==> config.mk <==
export PLATFORM = sky130hd
export DESIGN_NAME = ext_irq_ctrl
export DESIGN_NICKNAME = d
export VERILOG_FILES = /design/src/rtl/pic_pkg.sv /design/src/rtl/pic_gateway.sv /design/src/rtl/pic_arbiter.sv /design/src/rtl/pic_regs.sv /design/src/rtl/ext_irq_ctrl.sv
export SDC_FILE = /design/constraint.sdc
export NUM_CORES = 1
export LEC_CHECK = 0
export BUFFER_PORTS_ARGS = -buffer_cell sky130_fd_sc_hd__buf_4
export CAP_MARGIN = 20
export CORE_MARGIN = 2
export CORE_UTILIZATION = 37
export DETAILED_ROUTE_END_ITERATION = 8
export HOLD_SLACK_MARGIN = 0.06
export PLACE_DENSITY_LB_ADDON = 0.25
export SLEW_MARGIN = 20
export SYNTH_ARGS = -nofsm -noshare
export SYNTH_HDL_FRONTEND = slang
export SYNTH_SLANG_ARGS = --single-unit
==> constraint.sdc <==
create_clock -name clk -period 55.7 [get_ports clk]
set_input_delay 2.785 -clock clk [delete_from_list [all_inputs] [get_ports clk]]
set_output_delay 2.785 -clock clk [all_outputs]
set_load 0.1 [all_outputs]
==> src/rtl/pic_pkg.sv <==
// Package: shared register offsets for the interrupt controller.
// Assumes a byte-addressed bus of at most 22 address bits.
package pic_pkg;
    localparam int OFF_PRIO  = 32'h0000_0000;
    localparam int OFF_TRIG  = 32'h0000_1080;
    localparam int OFF_EN    = 32'h0000_2000;
    localparam int OFF_THR   = 32'h0020_0000;
    localparam int OFF_CLAIM = 32'h0020_0004;
endpackage

==> src/rtl/pic_gateway.sv <==
// Per-source gateway: turns one raw input into a pending flag and
// tracks whether the source is in service between claim and complete.
// Assumes claim only arrives while the source is eligible.
module pic_gateway (
    input  logic clk,
    input  logic rst_n,
    input  logic src,
    input  logic is_edge,
    input  logic claim,
    input  logic complete,
    output logic pending,
    output logic in_service
);
    logic src_q;
    logic rise;

    assign rise = src & ~src_q;

    // Remember the previous input level for edge detection.
    always_ff @(posedge clk) begin
        if (!rst_n) src_q <= 1'b0;
        else        src_q <= src;
    end

    // In-service flag: set by a claim, cleared by a matching completion.
    always_ff @(posedge clk) begin
        if (!rst_n)        in_service <= 1'b0;
        else if (claim)    in_service <= 1'b1;
        else if (complete) in_service <= 1'b0;
    end

    // Pending: edge sources latch edges always; level sources follow input when idle.
    always_ff @(posedge clk) begin
        if (!rst_n)                   pending <= 1'b0;
        else if (is_edge)             pending <= (pending & ~claim) | rise;
        else if (in_service || claim) pending <= 1'b0;
        else                          pending <= src;
    end
endmodule

==> src/rtl/pic_arbiter.sv <==
// Arbiter: picks the eligible source with the highest priority strictly
// above the threshold; a lower ID wins a tie. Purely combinational.
// Assumes bit 0 of the eligible vector is never set.
module pic_arbiter #(
    parameter int NSRC   = 31,
    parameter int PRIO_W = 3,
    parameter int IDX_W  = 5
) (
    input  logic [NSRC:0]              elig,
    input  logic [NSRC:0][PRIO_W-1:0]  prio,
    input  logic [PRIO_W-1:0]          thr,
    output logic [IDX_W-1:0]           best_id,
    output logic                       any
);
    logic [PRIO_W-1:0] best_p;

    // Linear scan: strict comparison keeps the first (lowest) ID on ties.
    always_comb begin
        best_id = '0;
        best_p  = thr;
        for (int i = 1; i <= NSRC; i++) begin
            if (elig[i] && (prio[i] > best_p)) begin
                best_p  = prio[i];
                best_id = IDX_W'(i);
            end
        end
        any = (best_id != '0);
    end
endmodule

==> src/rtl/pic_regs.sv <==
// Register file: priorities, enable and trigger-type bitmaps, threshold,
// with address decode and read mux for all words except claim/complete.
// Assumes NSRC <= 31 so each bitmap fits in one 32-bit word.
module pic_regs
    import pic_pkg::*;
#(
    parameter int NSRC     = 31,
    parameter int PRIO_W   = 3,
    parameter int MAX_PRIO = 7,
    parameter int ADDR_W   = 22,
    parameter int IDX_W    = 5
) (
    input  logic                       clk,
    input  logic                       rst_n,
    input  logic [ADDR_W-1:0]          bus_addr,
    input  logic                       bus_we,
    input  logic [31:0]                bus_wdata,
    output logic [NSRC:0][PRIO_W-1:0]  prio_o,
    output logic [NSRC:0]              en_o,
    output logic [NSRC:0]              edge_o,
    output logic [PRIO_W-1:0]          thr_o,
    output logic                       claim_sel,
    output logic [31:0]                cfg_rdata
);
    localparam logic [ADDR_W-1:0] A_PRIO_END = ADDR_W'(OFF_PRIO + 4 * (NSRC + 1));
    localparam logic [ADDR_W-1:0] A_TRIG     = ADDR_W'(OFF_TRIG);
    localparam logic [ADDR_W-1:0] A_EN       = ADDR_W'(OFF_EN);
    localparam logic [ADDR_W-1:0] A_THR      = ADDR_W'(OFF_THR);
    localparam logic [ADDR_W-1:0] A_CLAIM    = ADDR_W'(OFF_CLAIM);

    logic [PRIO_W-1:0] prio_q [1:NSRC];
    logic [NSRC:0]     en_q;
    logic [NSRC:0]     edge_q;
    logic [PRIO_W-1:0] thr_q;
    logic              sel_prio, sel_en, sel_trig, sel_thr;
    logic [IDX_W-1:0]  idx;
    logic [PRIO_W-1:0] wclamp;

    // Reduce an incoming value to the largest allowed priority.
    function automatic logic [PRIO_W-1:0] clamp(input logic [31:0] v);
        if (v > 32'(MAX_PRIO)) return PRIO_W'(MAX_PRIO);
        return v[PRIO_W-1:0];
    endfunction

    // Address decode for every word in the map.
    always_comb begin
        idx       = bus_addr[2 +: IDX_W];
        sel_prio  = (bus_addr[1:0] == 2'b00) && (bus_addr < A_PRIO_END);
        sel_en    = (bus_addr == A_EN);
        sel_trig  = (bus_addr == A_TRIG);
        sel_thr   = (bus_addr == A_THR);
        claim_sel = (bus_addr == A_CLAIM);
        wclamp    = clamp(bus_wdata);
    end

    // Per-source priority storage; source 0 has no storage at all.
    for (genvar g = 1; g <= NSRC; g++) begin : g_prio
        always_ff @(posedge clk) begin
            if (!rst_n)
                prio_q[g] <= '0;
            else if (bus_we && sel_prio && (idx == IDX_W'(g)))
                prio_q[g] <= wclamp;
        end
    end

    // Bitmaps and threshold; bit 0 of each bitmap is forced to zero.
    always_ff @(posedge clk) begin
        if (!rst_n) begin
            en_q   <= '0;
            edge_q <= '0;
            thr_q  <= '0;
        end else if (bus_we) begin
            if (sel_en)   en_q   <= {bus_wdata[NSRC:1], 1'b0};
            if (sel_trig) edge_q <= {bus_wdata[NSRC:1], 1'b0};
            if (sel_thr)  thr_q  <= wclamp;
        end
    end

    // Pack priorities into a vector with a zero entry for source 0.
    always_comb begin
        prio_o[0] = '0;
        for (int i = 1; i <= NSRC; i++) prio_o[i] = prio_q[i];
    end

    assign en_o   = en_q;
    assign edge_o = edge_q;
    assign thr_o  = thr_q;

    // Read mux for configuration words.
    always_comb begin
        cfg_rdata = '0;
        if (sel_prio)      cfg_rdata = 32'(prio_o[idx]);
        else if (sel_en)   cfg_rdata = 32'(en_q);
        else if (sel_trig) cfg_rdata = 32'(edge_q);
        else if (sel_thr)  cfg_rdata = 32'(thr_q);
    end
endmodule

==> src/rtl/ext_irq_ctrl.sv <==
// Top: single-context interrupt controller. Combines the register file,
// one gateway per source and the arbiter; handles claim reads and
// completion writes on the claim/complete word.
// Assumes the bus does not read and write in the same cycle (write wins).
module ext_irq_ctrl #(
    parameter int NSRC     = 31,
    parameter int PRIO_W   = 3,
    parameter int MAX_PRIO = 7,
    parameter int ADDR_W   = 22
) (
    input  logic              clk,
    input  logic              rst_n,
    input  logic [ADDR_W-1:0] bus_addr,
    input  logic              bus_we,
    input  logic              bus_re,
    input  logic [31:0]       bus_wdata,
    output logic [31:0]       bus_rdata,
    input  logic [NSRC:1]     src_in,
    output logic              irq_out
);
    localparam int IDX_W = $clog2(NSRC + 1);

    logic [NSRC:0][PRIO_W-1:0] prio;
    logic [NSRC:0]             en, is_edge, pend, claimed_vec, elig;
    logic [PRIO_W-1:0]         thr;
    logic                      claim_sel, claim_rd, complete_wr, any;
    logic [31:0]               cfg_rdata;
    logic [IDX_W-1:0]          best_id;

    pic_regs #(
        .NSRC(NSRC), .PRIO_W(PRIO_W), .MAX_PRIO(MAX_PRIO),
        .ADDR_W(ADDR_W), .IDX_W(IDX_W)
    ) i_regs (
        .clk(clk), .rst_n(rst_n), .bus_addr(bus_addr), .bus_we(bus_we),
        .bus_wdata(bus_wdata), .prio_o(prio), .en_o(en), .edge_o(is_edge),
        .thr_o(thr), .claim_sel(claim_sel), .cfg_rdata(cfg_rdata)
    );

    // Claim happens on a read strobe alone; completion on a write strobe.
    assign claim_rd    = bus_re & ~bus_we & claim_sel;
    assign complete_wr = bus_we & claim_sel;

    assign pend[0]        = 1'b0;
    assign claimed_vec[0] = 1'b0;

    for (genvar g = 1; g <= NSRC; g++) begin : g_src
        pic_gateway i_gw (
            .clk(clk), .rst_n(rst_n), .src(src_in[g]), .is_edge(is_edge[g]),
            .claim(claim_rd && (best_id == IDX_W'(g))),
            .complete(complete_wr && (bus_wdata == 32'(g))),
            .pending(pend[g]), .in_service(claimed_vec[g])
        );
    end

    // A source competes only when pending, enabled and not in service.
    assign elig = pend & en & ~claimed_vec;

    pic_arbiter #(.NSRC(NSRC), .PRIO_W(PRIO_W), .IDX_W(IDX_W)) i_arb (
        .elig(elig), .prio(prio), .thr(thr), .best_id(best_id), .any(any)
    );

    assign irq_out   = any;
    assign bus_rdata = claim_sel ? 32'(best_id) : cfg_rdata;
endmodule

==> Yosys cells after proc, flatten, opt, wreduce, memory -nomap -nowiden <==
Memories as Yosys holds them, arrays and structs flattened.
Index checks and enable logic that the tools add are counted.
{ "totals": {"reg_bits": 158, "latchBits": 0, "ram_bits": 93, "romBits": 0, "in_bits": 89, "output_inout_bits": 33, "mem_count": 1} }
{ "classes": {"addsub": 0, "mul": 0, "div": 0, "magnitude_cmp": 34, "eq_ne": 97, "n_shift": 0, "muxes": 320, "bitwise_logic": 193, "n_reduce_logical": 193} }
{ "mem_list": {"columns": ["name", "words", "width", "read_ports", "rd_ports_with_merged_regs", "write_ports", "line_no", "text"], "rows": [
  ["i_regs.prio_q", 31, 3, 31, 0, 31, "pic_regs.sv:31", "logic [PRIO_W-1:0] prio_q [1:NSRC];"]
]} }
{ "ops": {"columns": ["cell", "n"], "rows": [
  ["$eq 32x5->1 const B", 16],
  ["$eq 32x4->1 const B", 8],
  ["$mux 1", 220],
  ["$mux 3", 69],
  ["$eq 5x5->1 const B", 32],
  ["$eq 32x3->1 const B", 4],
  ["$mux 32", 4],
  ["$logic_and 1x1->1", 126],
  ["$gt 3x3->1", 31],
  ["$eq 5x4->1 const B", 16],
  ["$mux 5", 16],
  ["$and 1x1->1", 65],
  ["$and 32x32->32", 2],
  ["$eq 32x2->1 const B", 2],
  ["$not 1->1", 63],
  ["$or 1x1->1", 62],
  ["$reduce_bool 2->1", 31],
  ["$eq 22x22->1 const B", 2],
  ["$eq 5x3->1 const B", 8],
  ["$eq 32x1->1 const B", 1],
  ["$gt 32x3->1 const B", 1],
  ["$mux 4", 8],
  ["$not 32->32", 1],
  ["$logic_or 1x1->1", 31],
  ["11 further kinds", 18]
]} }

==> Longest topological paths before layout <==
{ "logic_depth": {"word_depth": 100, "ltp_mapped": 234, "mapped_depth_nobuf": 230} }

==> By module <==
A second synthesis with hierarchy kept.
{ "hier_totals": {"hier_cells": 1981, "hier_area_um2": 16449.5} }
{ "modules_own_cells": {"columns": ["mod", "instances", "cells_per_inst", "area_each_um2"], "rows": [
  ["pic_regs", 1, 730, 7470.9],
  ["pic_arbiter", 1, 699, 4441.8],
  ["pic_gateway", 31, 11, 111.4],
  ["ext_irq_ctrl", 1, 211, 1084.8]
]} }

==> Worst setup path before layout <==
OpenSTA, ideal clock, no wires.
{ "synth_path": {"path_type": "register to output", "startpoint": "register i_regs.prio_q[0][5] (netlist name)", "endpoint": "output bus_rdata[4]", "arrival_ns": 43.111, "t_required_ns": 52.915, "setup_slack_ns": 9.804, "path_stages_with_launch": 216, "path_buffers": 2, "path_cell_list": "edfxtp_1 ha_1 nand2_1 o21ai_1 nand2_2 nand2_1 o21ai_0 ha_1 nor2_1 nand2_1 a211oi_1 o21a_1 mux2_2 ha_1 nor2_1 and2_1 a21o_1 o21a_1 (+180 left out) or2_2 a31oi_1 o21ai_2 o31a_1 ha_1 nor2b_1 o21ai_0 inv_1 o21ai_0 mux2_2 ha_1 a31oi_1 o21a_1 nor2_1 o211a_1 nand3_4 nor3_1 o21ai_0"} }
{ "synth_rtl": {"columns": ["item", "line_no", "text"], "rows": [
  ["to (decl)", "ext_irq_ctrl.sv:17", "output logic [31:0] bus_rdata,"]
]} }

==> reports/qor.csv <==
stage;metric;value;unit
worst_setup_path;cp_slowest_stage_delay;750;ps
floorplanning;die-area;45600;um^2
global_routing;antenna_found_initial;1;
worst_hold_path;hold_depth;2;
clock_tree;postCtsHoldBufs;0;
floorplanning;pin_count;122;
timing;fin_ws;4350;ps
drt;drtPass1Iterations;5;
clock_tree;clockBufferDepth;3;
synth;ys_seq_elements;251;
global_routing;overflow;0;
clock_tree;cts_tree;yes;
drt;wl;56700;um
clock_tree;cts-htree-levels;1;
synth;yosysUniqueCellTypes;115;
layout;nets;2110;
floorplanning;core_area;43200;um^2
placement;hpwl;42500;um
placement;dp_slack;5530;ps
placement;portBuffers;121;
synth;avgSynthCellArea;8.47;um^2
worst_setup_path;critical_path_class;reg2out;
layout;finalNonFillerCells;2590;
job;maxCapViolations;0;
placement;place.gp.congestion;0.894;
layout;layout_common_cells;269 x nand2_1, 184 x nor2_1, 158 x dfxtp_1, 146 x a21oi_1, 134 x buf_4;
global_routing;track_usage;24.5;%
synth;postSynth.asyncResetShare;0;%
power;leakage;6.94;nW
layout;nFillCells;4323;
timing;fin_skew;18.8;ps
timing;rsz0062_at_grt;false;
synth;synth_edf_count;93;
drt;routedWlPerCell;21.9;um
clock_tree;cts_setup_buffers;0;
layout;layout_commonest_cell;nand2_1;
synth;syn-cell-area;16200;um^2
layout;antennaDiodeCount;0;
timing;hold_viol;0;
floorplanning;die_w;214;um
clock_tree;cts_resized;0;
clock_tree;root_buffer;clkbuf_16;
drt;drtIter0Drc;1520;
worst_setup_path;r2r_cells;217;
timing;fmax;19.5;MHz
placement;post-place-cells;2540;
power;irDropWorstVdd;0.0000245;V
drt;vias;15533;
synth;synth_fp_nets;2044;
synth;ys.flop_type;dfxtp_1;
timing;slew_violations;0;
layout;drive_gt1_share;14.7;%
worst_setup_path;cp_max_fo;11;
power;p_total;409;uW
drt;drc;0;
drt;ant_nets;0;
worst_setup_path;cp.required;52920;ps
synth;synth_cells;1918;
placement;dpl_cell_area;17600;um^2
clock_tree;cts.clk_slew.worst_paths;60;ps
clock_tree;cts_buffers;27;
global_routing;grt_pass1_wl;86000;um
global_routing;grt_max_degree;79;
timing;post-route-period-util;92.2;%
timing;max_slew_margin;21.5;%
layout;fin_area;18400;um^2
floorplanning;core.rowCount;76;
floorplanning;start_util;37.6;%
clock_tree;insertion_delay;560;ps
layout;syn_to_final_growth;13.4;%
drt;drt-vias-per-instance;6.00;
power;power_density;22.2;nW/um^2
worst_setup_path;cp-start-kind;register;
worst_setup_path;cp-end-kind;output port;
timing;finalSetupViolations;0;
timing;post-route-min-period;51350;ps
run_status;outcome;completed;
floorplanning;die_h;214;um
clock_tree;clock-sinks;251;
worst_hold_path;min-delay-path-class;reg2reg;
worst_setup_path;crit_slowest_cell;a31oi_1;
timing;fin_tns_setup;0;ps
synth;ys_seq_area_share;36.7;%
worst_setup_path;critPathArrivalTime;48570;ps
synth;yosys_warnings;0;
worst_setup_path;cpMostUsedCell;nor2_1;
global_routing;grt_pass1_vias;14721;
timing;worst_pin_slew;1160;ps
## state kept, by name, indices dropped and copies added, names as in the netlist
signal,flops
i_regs.prio_q,93
g_src.i_gw.src_q,31
i_regs.en_o,31
i_regs.edge_o,31
i_regs.thr_o,3
g_src.i_gw.in_service,31
g_src.i_gw.pending,31
## synthesized netlist by cell type, types with 24 or more instances
master    instances  area [um^2]
nand3_1          47          235
nor2_1          187          702
nor3_1           62          310
a31oi_1          34          213
nand2_1         269         1010
a21oi_1         146          731
nor2b_1          28          175
dfxtp_1         158         3160
clkbuf_1         74          278
mux4_2           27          608
o21a_1           24          180
ha_1             37          463
edfxtp_1         93         2790
inv_1            54          203
and3b_1          31          272
a22o_1           40          350
and2_1           56          350
o21ai_0         133          666
## through the flow
stage	util, %	hold WS (ps)
3_5_place_dp	40.7	462
6_report	42.7	472
2_1_floorplan	-	445
3_3_place_gp	40.7	457
5_1_grt	42.7	501
4_1_cts	42.7	471
## worst paths after layout
path                        from               endpoint  slack [ps]
max reg2reg  i_regs.prio_q[0][5]  g_src[5].i_gw.pending        7110
min               i_regs.en_o[6]         i_regs.en_o[6]         470
min reg2reg       i_regs.en_o[6]         i_regs.en_o[6]         470
max          i_regs.prio_q[0][5]                irq_out        4350
## final cells by class
class | instances | area (um^2) | area share [%]
well taps | 585 | 732 | 3.97
inverters | 55 | 206 | 1.12
clock inverters | 4 | 27.5 | 0.149
repair buffers | 134 | 1010 | 5.46
multi-input cells | 1515 | 9680 | 52.5
flip-flops and latches | 251 | 5960 | 32.3
clock buffers | 46 | 822 | 4.46
## routing by layer
layer | GRT usage (%) | wire length, um | vias to the layer above
li1 | - | - | 7260
met2 | 39.8 | 26000 | 607
met1 | 33.4 | 24700 | 7560
met3 | 2.93 | 3900 | 106
met4 | 9.29 | 2040 | 0
met5 | 0 | 0 | -
## critical path, delay by kind of cell (launching register included)
| kind | cells | cell delay [ps] |
|---|---|---|
| AOI/OAI and AO/OA | 88 | 20740 |
| adders and majority gates | 43 | 12890 |
| buffers and inverters | 4 | 500 |
| DFF | 1 | 460 |
| muxes | 11 | 4280 |
| and+or+nand+nor | 70 | 9140 |
## cell families (layout without fill, tap and decap cells)
family | Yosys count | count (layout) | synth area share, %
AND/OR/NAND/NOR | 831 | 831 | 26.2
AO/OA/AOI/OAI | 584 | 584 | 24.4
flip-flops | 251 | 251 | 36.7
buffers and inverters | 152 | 239 | 3.80
adder cells (fa/ha/maj) | 50 | 50 | 3.67
multiplexers | 50 | 50 | 5.29
## power breakdown
group          internal (mW)  switching (mW)
sequential             0.196         0.00563
clock                  0.100          0.0750
combinational         0.0139          0.0187
total                  0.310          0.0993
Power figures use the tool's default switching activity.
